==> config.mk <==
export PLATFORM = sky130hd
export DESIGN_NAME = mask_bcast_unit
export DESIGN_NICKNAME = d
export VERILOG_FILES = /design/src/rtl/bcast_pkg.sv /design/src/rtl/bcast_decode.sv /design/src/rtl/bcast_alu.sv /design/src/rtl/mask_bcast_unit.sv
export SDC_FILE = /design/constraint.sdc
export NUM_CORES = 2
export LEC_CHECK = 0
export ABC_AREA = 1
export CAP_MARGIN = 5
export CORE_MARGIN = 1.5
export CORE_UTILIZATION = 48
export DETAILED_ROUTE_END_ITERATION = 10
export GPL_TIMING_DRIVEN = 0
export PLACE_DENSITY = 0.65
export SLEW_MARGIN = 20
export SYNTH_ARGS = -nofsm -noshare
export SYNTH_HDL_FRONTEND = slang
export SYNTH_SLANG_ARGS = --single-unit
==> constraint.sdc <==
create_clock -name clk -period 10.2 [get_ports clk]
set_input_delay 1.02 -clock clk [delete_from_list [all_inputs] [get_ports clk]]
set_output_delay 1.02 -clock clk [all_outputs]
set_load 0.01 [all_outputs]
==> src/rtl/bcast_pkg.sv <==
package bcast_pkg;

  typedef enum logic [6:0] {
    OP_MOV    = 7'd1,
    OP_ADD    = 7'd2,
    OP_SUB    = 7'd3,
    OP_AND    = 7'd4,
    OP_OR     = 7'd5,
    OP_XOR    = 7'd6,
    OP_MIN    = 7'd13,
    OP_MAX    = 7'd14,
    OP_MUL    = 7'd17,
    OP_MULHU  = 7'd18,
    OP_MULHS  = 7'd19,
    OP_ABS    = 7'd20,
    OP_SHIFT  = 7'd21,
    OP_ROT    = 7'd22,
    OP_CMPEQ  = 7'd23,
    OP_CMPLT  = 7'd24,
    OP_CMPGT  = 7'd25
  } bop_e;

  typedef enum logic [1:0] {
    ST_IDLE = 2'd0,
    ST_SRC  = 2'd1,
    ST_WALK = 2'd2
  } bst_e;

endpackage

==> src/rtl/bcast_decode.sv <==
module bcast_decode
  import bcast_pkg::*;
#(
  parameter int NREG = 16,
  localparam int IDX_W = $clog2(NREG)
) (
  input  logic [31:0]      instr,
  output logic             legal,
  output bop_e             op,
  output logic             dst_addr,
  output logic [IDX_W-1:0] src_idx,
  output logic [NREG-1:0]  mask,
  output logic             mask_zero,
  output logic [IDX_W-1:0] last_idx
);

  logic fmt_ok;
  logic op_ok;

  assign op       = bop_e'(instr[26:20]);
  assign dst_addr = instr[27];
  assign src_idx  = instr[16 +: IDX_W];
  assign mask     = instr[NREG-1:0];
  assign fmt_ok   = instr[31] & ~instr[30] & (instr[29:28] == 2'b00);

  always_comb begin
    unique case (op)
      OP_MOV, OP_ADD, OP_SUB, OP_AND, OP_OR, OP_XOR,
      OP_MIN, OP_MAX, OP_MUL, OP_MULHU, OP_MULHS, OP_ABS,
      OP_SHIFT, OP_ROT, OP_CMPEQ, OP_CMPLT, OP_CMPGT: op_ok = 1'b1;
      default: op_ok = 1'b0;
    endcase
  end

  assign legal     = fmt_ok & op_ok;
  assign mask_zero = (mask == '0);

  // highest selected register: the walk stops there
  always_comb begin
    last_idx = '0;
    for (int i = 0; i < NREG; i++) begin
      if (mask[i]) last_idx = IDX_W'(i);
    end
  end

endmodule

==> src/rtl/bcast_alu.sv <==
module bcast_alu
  import bcast_pkg::*;
#(
  parameter int DATA_W = 32
) (
  input  bop_e              op,
  input  logic [DATA_W-1:0] dst,
  input  logic [DATA_W-1:0] src,
  output logic [DATA_W-1:0] res
);

  localparam int SH_W = $clog2(DATA_W);
  localparam logic [DATA_W-1:0] SH_LIM = DATA_W;

  logic [2*DATA_W-1:0] prod_u;
  logic [2*DATA_W-1:0] prod_s;
  logic [DATA_W-1:0]   neg_amt;
  logic [DATA_W-1:0]   shl_v;
  logic [DATA_W-1:0]   shr_v;
  logic [SH_W-1:0]     rot_k;
  logic [SH_W:0]       rot_back;
  logic                lt_s;
  logic                gt_s;

  assign prod_u = {{DATA_W{1'b0}}, dst} * {{DATA_W{1'b0}}, src};
  assign prod_s = {{DATA_W{dst[DATA_W-1]}}, dst} * {{DATA_W{src[DATA_W-1]}}, src};

  assign neg_amt = '0 - src;
  assign shl_v   = (src >= SH_LIM) ? '0 : (dst << src[SH_W-1:0]);
  assign shr_v   = (neg_amt >= SH_LIM) ? '0 : (dst >> neg_amt[SH_W-1:0]);

  // a right rotate by n equals a left rotate by -n modulo the width
  assign rot_k    = src[SH_W-1:0];
  assign rot_back = (SH_W+1)'(DATA_W) - {1'b0, rot_k};

  assign lt_s = $signed(dst) < $signed(src);
  assign gt_s = $signed(dst) > $signed(src);

  always_comb begin
    unique case (op)
      OP_MOV:   res = src;
      OP_ADD:   res = dst + src;
      OP_SUB:   res = dst - src;
      OP_AND:   res = dst & src;
      OP_OR:    res = dst | src;
      OP_XOR:   res = dst ^ src;
      OP_MIN:   res = lt_s ? dst : src;
      OP_MAX:   res = gt_s ? dst : src;
      OP_MUL:   res = prod_u[DATA_W-1:0];
      OP_MULHU: res = prod_u[2*DATA_W-1:DATA_W];
      OP_MULHS: res = prod_s[2*DATA_W-1:DATA_W];
      OP_ABS:   res = dst[DATA_W-1] ? ('0 - dst) : dst;
      OP_SHIFT: res = src[DATA_W-1] ? shr_v : shl_v;
      OP_ROT:   res = (dst << rot_k) | (dst >> rot_back);
      OP_CMPEQ: res = (dst == src) ? '1 : '0;
      OP_CMPLT: res = lt_s ? '1 : '0;
      OP_CMPGT: res = gt_s ? '1 : '0;
      default:  res = dst;
    endcase
  end

endmodule

==> src/rtl/mask_bcast_unit.sv <==
module mask_bcast_unit
  import bcast_pkg::*;
#(
  parameter int DATA_W = 32,
  parameter int NREG   = 16,
  localparam int IDX_W = $clog2(NREG)
) (
  input  logic              clk,
  input  logic              rst,
  input  logic              start,
  input  logic [31:0]       instr,
  output logic              rd_sel,
  output logic [IDX_W-1:0]  rd_idx,
  input  logic [DATA_W-1:0] rd_data,
  output logic              wr_en,
  output logic              wr_sel,
  output logic [IDX_W-1:0]  wr_idx,
  output logic [DATA_W-1:0] wr_data,
  output logic              busy,
  output logic              done,
  output logic              illegal
);

  logic             dec_legal;
  bop_e             dec_op;
  logic             dec_dst_addr;
  logic [IDX_W-1:0] dec_src;
  logic [NREG-1:0]  dec_mask;
  logic             dec_mask_zero;
  logic [IDX_W-1:0] dec_last;

  bst_e              state;
  bop_e              op_q;
  logic              dst_addr_q;
  logic [NREG-1:0]   mask_q;
  logic [IDX_W-1:0]  last_q;
  logic [DATA_W-1:0] src_q;
  logic [DATA_W-1:0] alu_res;

  bcast_decode #(.NREG(NREG)) u_dec (
    .instr     (instr),
    .legal     (dec_legal),
    .op        (dec_op),
    .dst_addr  (dec_dst_addr),
    .src_idx   (dec_src),
    .mask      (dec_mask),
    .mask_zero (dec_mask_zero),
    .last_idx  (dec_last)
  );

  bcast_alu #(.DATA_W(DATA_W)) u_alu (
    .op  (op_q),
    .dst (rd_data),
    .src (src_q),
    .res (alu_res)
  );

  // rd_idx doubles as the walk cursor once the source has been captured
  always_ff @(posedge clk) begin
    if (rst) begin
      state      <= ST_IDLE;
      op_q       <= OP_MOV;
      dst_addr_q <= 1'b0;
      mask_q     <= '0;
      last_q     <= '0;
      src_q      <= '0;
      rd_sel     <= 1'b0;
      rd_idx     <= '0;
      wr_en      <= 1'b0;
      wr_sel     <= 1'b0;
      wr_idx     <= '0;
      wr_data    <= '0;
      busy       <= 1'b0;
      done       <= 1'b0;
      illegal    <= 1'b0;
    end else begin
      done    <= 1'b0;
      illegal <= 1'b0;
      wr_en   <= 1'b0;
      unique case (state)
        ST_IDLE: begin
          if (start) begin
            if (!dec_legal) begin
              done    <= 1'b1;
              illegal <= 1'b1;
            end else if (dec_mask_zero) begin
              done <= 1'b1;
            end else begin
              busy       <= 1'b1;
              state      <= ST_SRC;
              op_q       <= dec_op;
              dst_addr_q <= dec_dst_addr;
              mask_q     <= dec_mask;
              last_q     <= dec_last;
              rd_sel     <= 1'b0;
              rd_idx     <= dec_src;
            end
          end
        end
        ST_SRC: begin
          src_q  <= rd_data;
          rd_sel <= dst_addr_q;
          rd_idx <= '0;
          state  <= ST_WALK;
        end
        ST_WALK: begin
          wr_en   <= mask_q[rd_idx];
          wr_sel  <= dst_addr_q;
          wr_idx  <= rd_idx;
          wr_data <= alu_res;
          if (rd_idx == last_q) begin
            done  <= 1'b1;
            busy  <= 1'b0;
            state <= ST_IDLE;
          end else begin
            rd_idx <= rd_idx + 1'b1;
          end
        end
        default: state <= ST_IDLE;
      endcase
    end
  end

  assert_illegal_no_write_R1: assert property (@(posedge clk) disable iff (rst)
    illegal |-> (done && !wr_en));

  assert_cmp_full_mask_R8: assert property (@(posedge clk) disable iff (rst)
    (wr_en && (op_q == OP_CMPEQ || op_q == OP_CMPLT || op_q == OP_CMPGT))
      |-> (wr_data == '0 || wr_data == '1));

  assert_unselected_untouched_R9: assert property (@(posedge clk) disable iff (rst)
    wr_en |-> mask_q[wr_idx]);

  assert_zero_mask_quick_R10: assert property (@(posedge clk) disable iff (rst)
    (state == ST_IDLE && start && dec_legal && dec_mask_zero)
      |=> (done && !illegal && !wr_en));

  assert_walk_ascending_R12: assert property (@(posedge clk) disable iff (rst)
    (wr_en && $past(wr_en)) |-> (wr_idx == $past(wr_idx) + 1'b1));

  assert_done_single_R12: assert property (@(posedge clk) disable iff (rst)
    done |=> !done);

  assert_busy_done_excl_R12: assert property (@(posedge clk) disable iff (rst)
    !(busy && done));

endmodule

Word level (Yosys, flattened, before mapping)
Memories as Yosys holds them, arrays and structs flattened.
Cells that the tools add are included.
- bits in registers: 108
- memory bits (read-only): 32
- input port bits: 67
- output and inout bits: 46
- logic and storage cells: 137
- memories: 1
- $add $sub $neg: 6
- multiply operators: 2
- $lt $le $gt $ge: 5
- eq/ne operators: 26
- shifts and indexed selects: 3
- muxes and demuxes: 53
- bitwise gates (word level): 12
- reductions and logical operators: 14
- memories (name ; words ; width ; rd ports ; clocked after Yosys merged registers in ; write ports ; RTL line ; text):
    (name not given) ; 32 ; 1 ; 1 ; 0 ; 0 ; bcast_decode.sv:27 ; unique case (op)
- operators by type and width (operator ; number):
    one-hot mux 32 bit (17 select lines) ; 1
    two-way mux 32 bit ; 9
    multiplier 32 x 32 -> 64 bit ; 2
    greater-or-equal comparator 32 x 6 -> 1 bit, second input constant ; 2
    bitwise OR 32 bit ; 2
    subtractor 1 x 32 -> 32 bit, first input constant ; 2
    == test 7 x 5 -> 1 bit, second input constant ; 9
    two-way mux 4 bit ; 12
    adder 32 bit ; 1
    AND 32 bit ; 1
    == test 32 bit ; 1
    greater-than comparator 32 bit ; 1
    < comparator 32 bit ; 1
    << shifter 32 x 5 -> 32 bit ; 1
    right shift 32 x 5 -> 32 bit ; 1
    right shift 32 x 6 -> 32 bit ; 1
    subtractor 32 bit ; 1
    bitwise XOR 32 bit ; 1
    == test 7 x 3 -> 1 bit, second input constant ; 3
    logical NOT 16 bit ; 1
    two-way mux 1 bit ; 15
    == test 7 x 2 -> 1 bit, second input constant ; 2
    == test 7 x 4 -> 1 bit, second input constant ; 2
    two-way mux 2 bit ; 6
    22 further kinds ; 43

Logic depth before layout (Yosys ltp)
- depth after elaboration: 15
- depth in mapped cells: 38
- mapped depth without buffers: 35

By module
From an unflattened synthesis, not the netlist that was laid out.
- cells, all modules: 10453
- area total of the unflattened synthesis: 72943.7 µm²
- by module, submodules not included (module ; instances ; cells each ; area each (µm²) ; sequential area each (µm²)):
    bcast_alu ; 1 ; 9814 ; 68281.7 ; 0.0
    mask_bcast_unit ; 1 ; 551 ; 4180.3 ; 2162.1
    bcast_decode ; 1 ; 88 ; 481.7 ; 0.0

Worst setup path after synthesis
No wires, ideal clock.
- path type: input port to flip-flop
- from: input rd_data[31]
- to: register wr_data[30]
- library setup time: 128 ps
- arrival: 8565 ps
- required time: 10072 ps
- setup slack: 1507 ps
- stages: 37
- buffers on the path: 3
- cells stage by stage: clkbuf_1 clkbuf_1 buf_1 nand2_1 inv_1 fa_1 inv_1 fa_1 inv_1 fa_1 fa_1 inv_1 fa_1 inv_1 fa_1 inv_1 fa_1 inv_1 fa_1 ha_1 nand2_1 nor2_1 inv_1 nor2_1 nand2_1 nor4_1 nand2_1 nand2_1 nand2_1 nand3_1 nand2_1 inv_1 nand4_1 nor2_1 nand3_1 nand2_1 a21oi_1
- cells in the longest elaborated chain, start to end: 4
- elaborated cells between the ends (all ways): 19
- classes of those cells: mul (2); order compare (2); eq/ne (1); shift (3); mux (10); bitwise (1)
- RTL lines (item ; RTL line ; text):
    start, declared ; mask_bcast_unit.sv:14 ; input logic [DATA_W-1:0] rd_data,
    parallel branches: the longest is 3 deep, another holds multiplier 32 x 32 -> 64 bit ; n/a ;
    one-hot mux 32 bit (17 select lines) * ; bcast_alu.sv:40 ; unique case (op)
    end signal, assigned ; mask_bcast_unit.sv:110 ; wr_data <= alu_res;
    end, declared ; mask_bcast_unit.sv:18 ; output logic [DATA_W-1:0] wr_data,
Mark *: on every way between the ends.
A chain may end at the register's enable or synchronous reset.

Worst setup path in the final report
- from: input rd_data[15]
- to: register wr_data[15]
The elaborated chain is that of the path after synthesis.

==> impl_metrics.tcl <==
set metrics [dict create \
    vias 72400 \
    skew_ns 0.00818 \
    hold_class "reg -> reg" \
    cts_hold_buf 0 \
    antenna_found_initial 40 \
    via_per_inst 6.05 \
    grt_max_degree 23 \
    wire_per_inst_um 31.7 \
    dp_slack_ns -2.62 \
    syn_avg_cell_area_sq_um 7.18 \
    rows 140 \
    maxCapViolations 0 \
    die_h_um 388 \
    die_area_sq_um 150000 \
    status "finished, violations left" \
    synth_top_area_share_pct 41.5 \
    timing_worst_setup_path_type "in -> reg" \
    worst-slew-pin-transition_ns 1.44 \
    drt_iter0_drc 9826 \
    ant_nets 0 \
    startpoint_type "input port" \
    firstDrtPassIters 9 \
    cp_top_family "adder cells" \
    synth_most_common_cell "inv_1" \
    syn-num-nets 11900 \
    wl_met1_mm 138 \
    critPathBufInv 8 \
    fin_crit_ns 10.35 \
    routed-wl-met2_mm 148 \
    clk_pin_slew_ns 0.08 \
    synthXorXnorAreaFrac_pct 0.578 \
    synth_edf_count 0 \
    arrival_ns 10.63 \
    syn_to_final_growth_pct 6.30 \
    seq_area_frac_synth_pct 3.05 \
    reg2reg_depth 28 \
    synth_area_sq_um 71000 \
    dieWidth_um 388 \
    fmax_mhz 96.6 \
    finalSetupTns_ns -0.757 \
    htree_levels 3 \
    synth_compound_area_share_pct 9.17 \
    slew_headroom_pct 3.36 \
    max_stage_delay_ns 0.73 \
    drc 0 \
    worst_path_most_repeated_cell "fa_1" \
    setup_viol 10 \
    final-seq-area_sq_um 2160 \
    top_layer "met5" \
    grt_pass1_vias 72000 \
    ys_seq_elements 108 \
    n_fill_cell 14600 \
    final_util_pct 51.6 \
    wl_met3_mm 57.8 \
    cts_made_buffers 9 \
    nets 12000 \
    synthCells 9883 \
    critPathRequiredTime_ns 10.48 \
    cts-root-buf "clkbuf_16" \
    yosys.area.top_type "fa_1" \
    ys_warn_count 0 \
    async_flop_share_pct 0 \
    crit_path_top_delay_cell "clkdlybuf4s50_1" \
    violations "negative setup slack" \
    cts_tree "done" \
    grt_pass1_wl_mm 530 \
    clock_path_buffers 2 \
    worstSkewPairLatency_ns 0.40 \
    hold_slack_ns 0.466 \
    synth_flop_cell "dfxtp_1" \
    slew_viol_final 0 \
    core_area_sq_um 146000 \
    globalRouteOverflowTotal 0 \
    synth-simple-area-share_pct 21.3 \
    final_layout_size_suffix_gt1_share_pct 3.56 \
    synth_common_cells "2427 x inv_1, 2297 x nand2_1, 1473 x fa_1" \
    final.period_utilization_pct 101 \
    ios 113 \
    critPathMaxFanout 10 \
    wl_mm 380 \
    synth_area_leaders "fa_1 42%, inv_1 13%, nand2_1 12%" \
    gp_congestion 1.13 \
    hold_violations 0 \
    synthMuxAreaShare_pct 0.0141 \
    crit_cells 31 \
    multi_input_area_sq_um 57800 \
    synthAdderAreaFrac_pct 50.2 \
    cts.sinks 108 \
    holdPathStages 2 \
    globalRouteTotalUtil_pct 50.5 \
    io_buffers 111 \
    cp-end-kind "register" \
    synth_top_family_by_area "adder cells" \
    setup_slack_ns -0.150 \
    start_util_pct 48.5 \
    dp_hpwl_mm 327 \
    synth.distinct_cells 57 \
]
## worst paths after layout
path | end | startpoint | slack, ns
setup / recovery | wr_data[15] | rd_data[15] | -0.15
setup reg to reg | wr_data[15] | src_q[18] | -0.01
hold reg to reg | mask_q[11] | mask_q[11] | 0.47
hold / removal | mask_q[11] | mask_q[11] | 0.47
## cells in the final DEF, fill, tap and decap left out, types with 107 or more instances in the layout
master,n
dfxtp_1,107
ha_1,489
fa_1,1468
nand2_1,2297
clkbuf_1,157
inv_1,2424
nand3_1,465
a21oi_1,480
clkdlybuf4s50_1,107
o21ai_0,421
nor2_1,647
## tightest hold or removal path, cell delays in order, from the launching register on
cell and delay, ns:
dfxtp_1 0.30, inv_1 0.06, a21oi_1 0.06
## kinds of logic after synthesis
logic type / count (synthesis)
mux: 1
xor+xnor: 46
compound gates: 1189
flops: 108
buf+inv: 2887
simple gates: 3687
fa+ha+maj: 1965
## layer usage
metal / vias up / global-route usage [%]
li1: 29900 / -
met1: 35500 / 63.4
met2: 5618 / 68.9
met3: 1395 / 20.3
met4: 29 / 38.3
met5: - / 0.957
## per-stage QoR
| stage | area, sq um | instances |
|---|---|---|
| 5_1_grt | 75400 | 11900 |
| 4_1_cts | 75300 | 11900 |
| 3_5_place_dp | 74700 | 11900 |
| 6_report | 75500 | 12000 |
| 2_1_floorplan | 71000 | 9883 |
| 3_3_place_gp | 74500 | 11900 |
## flip-flops by register name, summed over array words and instances, names as in the netlist, 2 cells and up
register	flops
wr_data	32
rd_idx	4
op_q	7
src_q	32
last_q	4
wr_idx	4
state	2
mask_q	16
## timing repair
action                     in CTS  in global routing
setup buffers                   8                  1
setup endpoints to repair      32                 29
gates cloned                    0                  0
resized for setup             165                109
pin swaps                       2                  1
## layout make-up
| cell class | instances | share of cell area, % |
|---|---|---|
| buffer | 425 | 2.91 |
| sequential | 108 | 2.87 |
| clock inverter | 6 | 0.0696 |
| timing repair buffer | 126 | 1.68 |
| inverter | 2458 | 12.2 |
| tap | 1917 | 3.18 |
| antenna | 33 | 0.109 |
| multi-input combinational | 6888 | 76.6 |
| clock buffer | 10 | 0.317 |
Power is left out: the tool's default activity adds up to more than one toggle a clock period on the data nets, which glitch-free logic cannot reach.
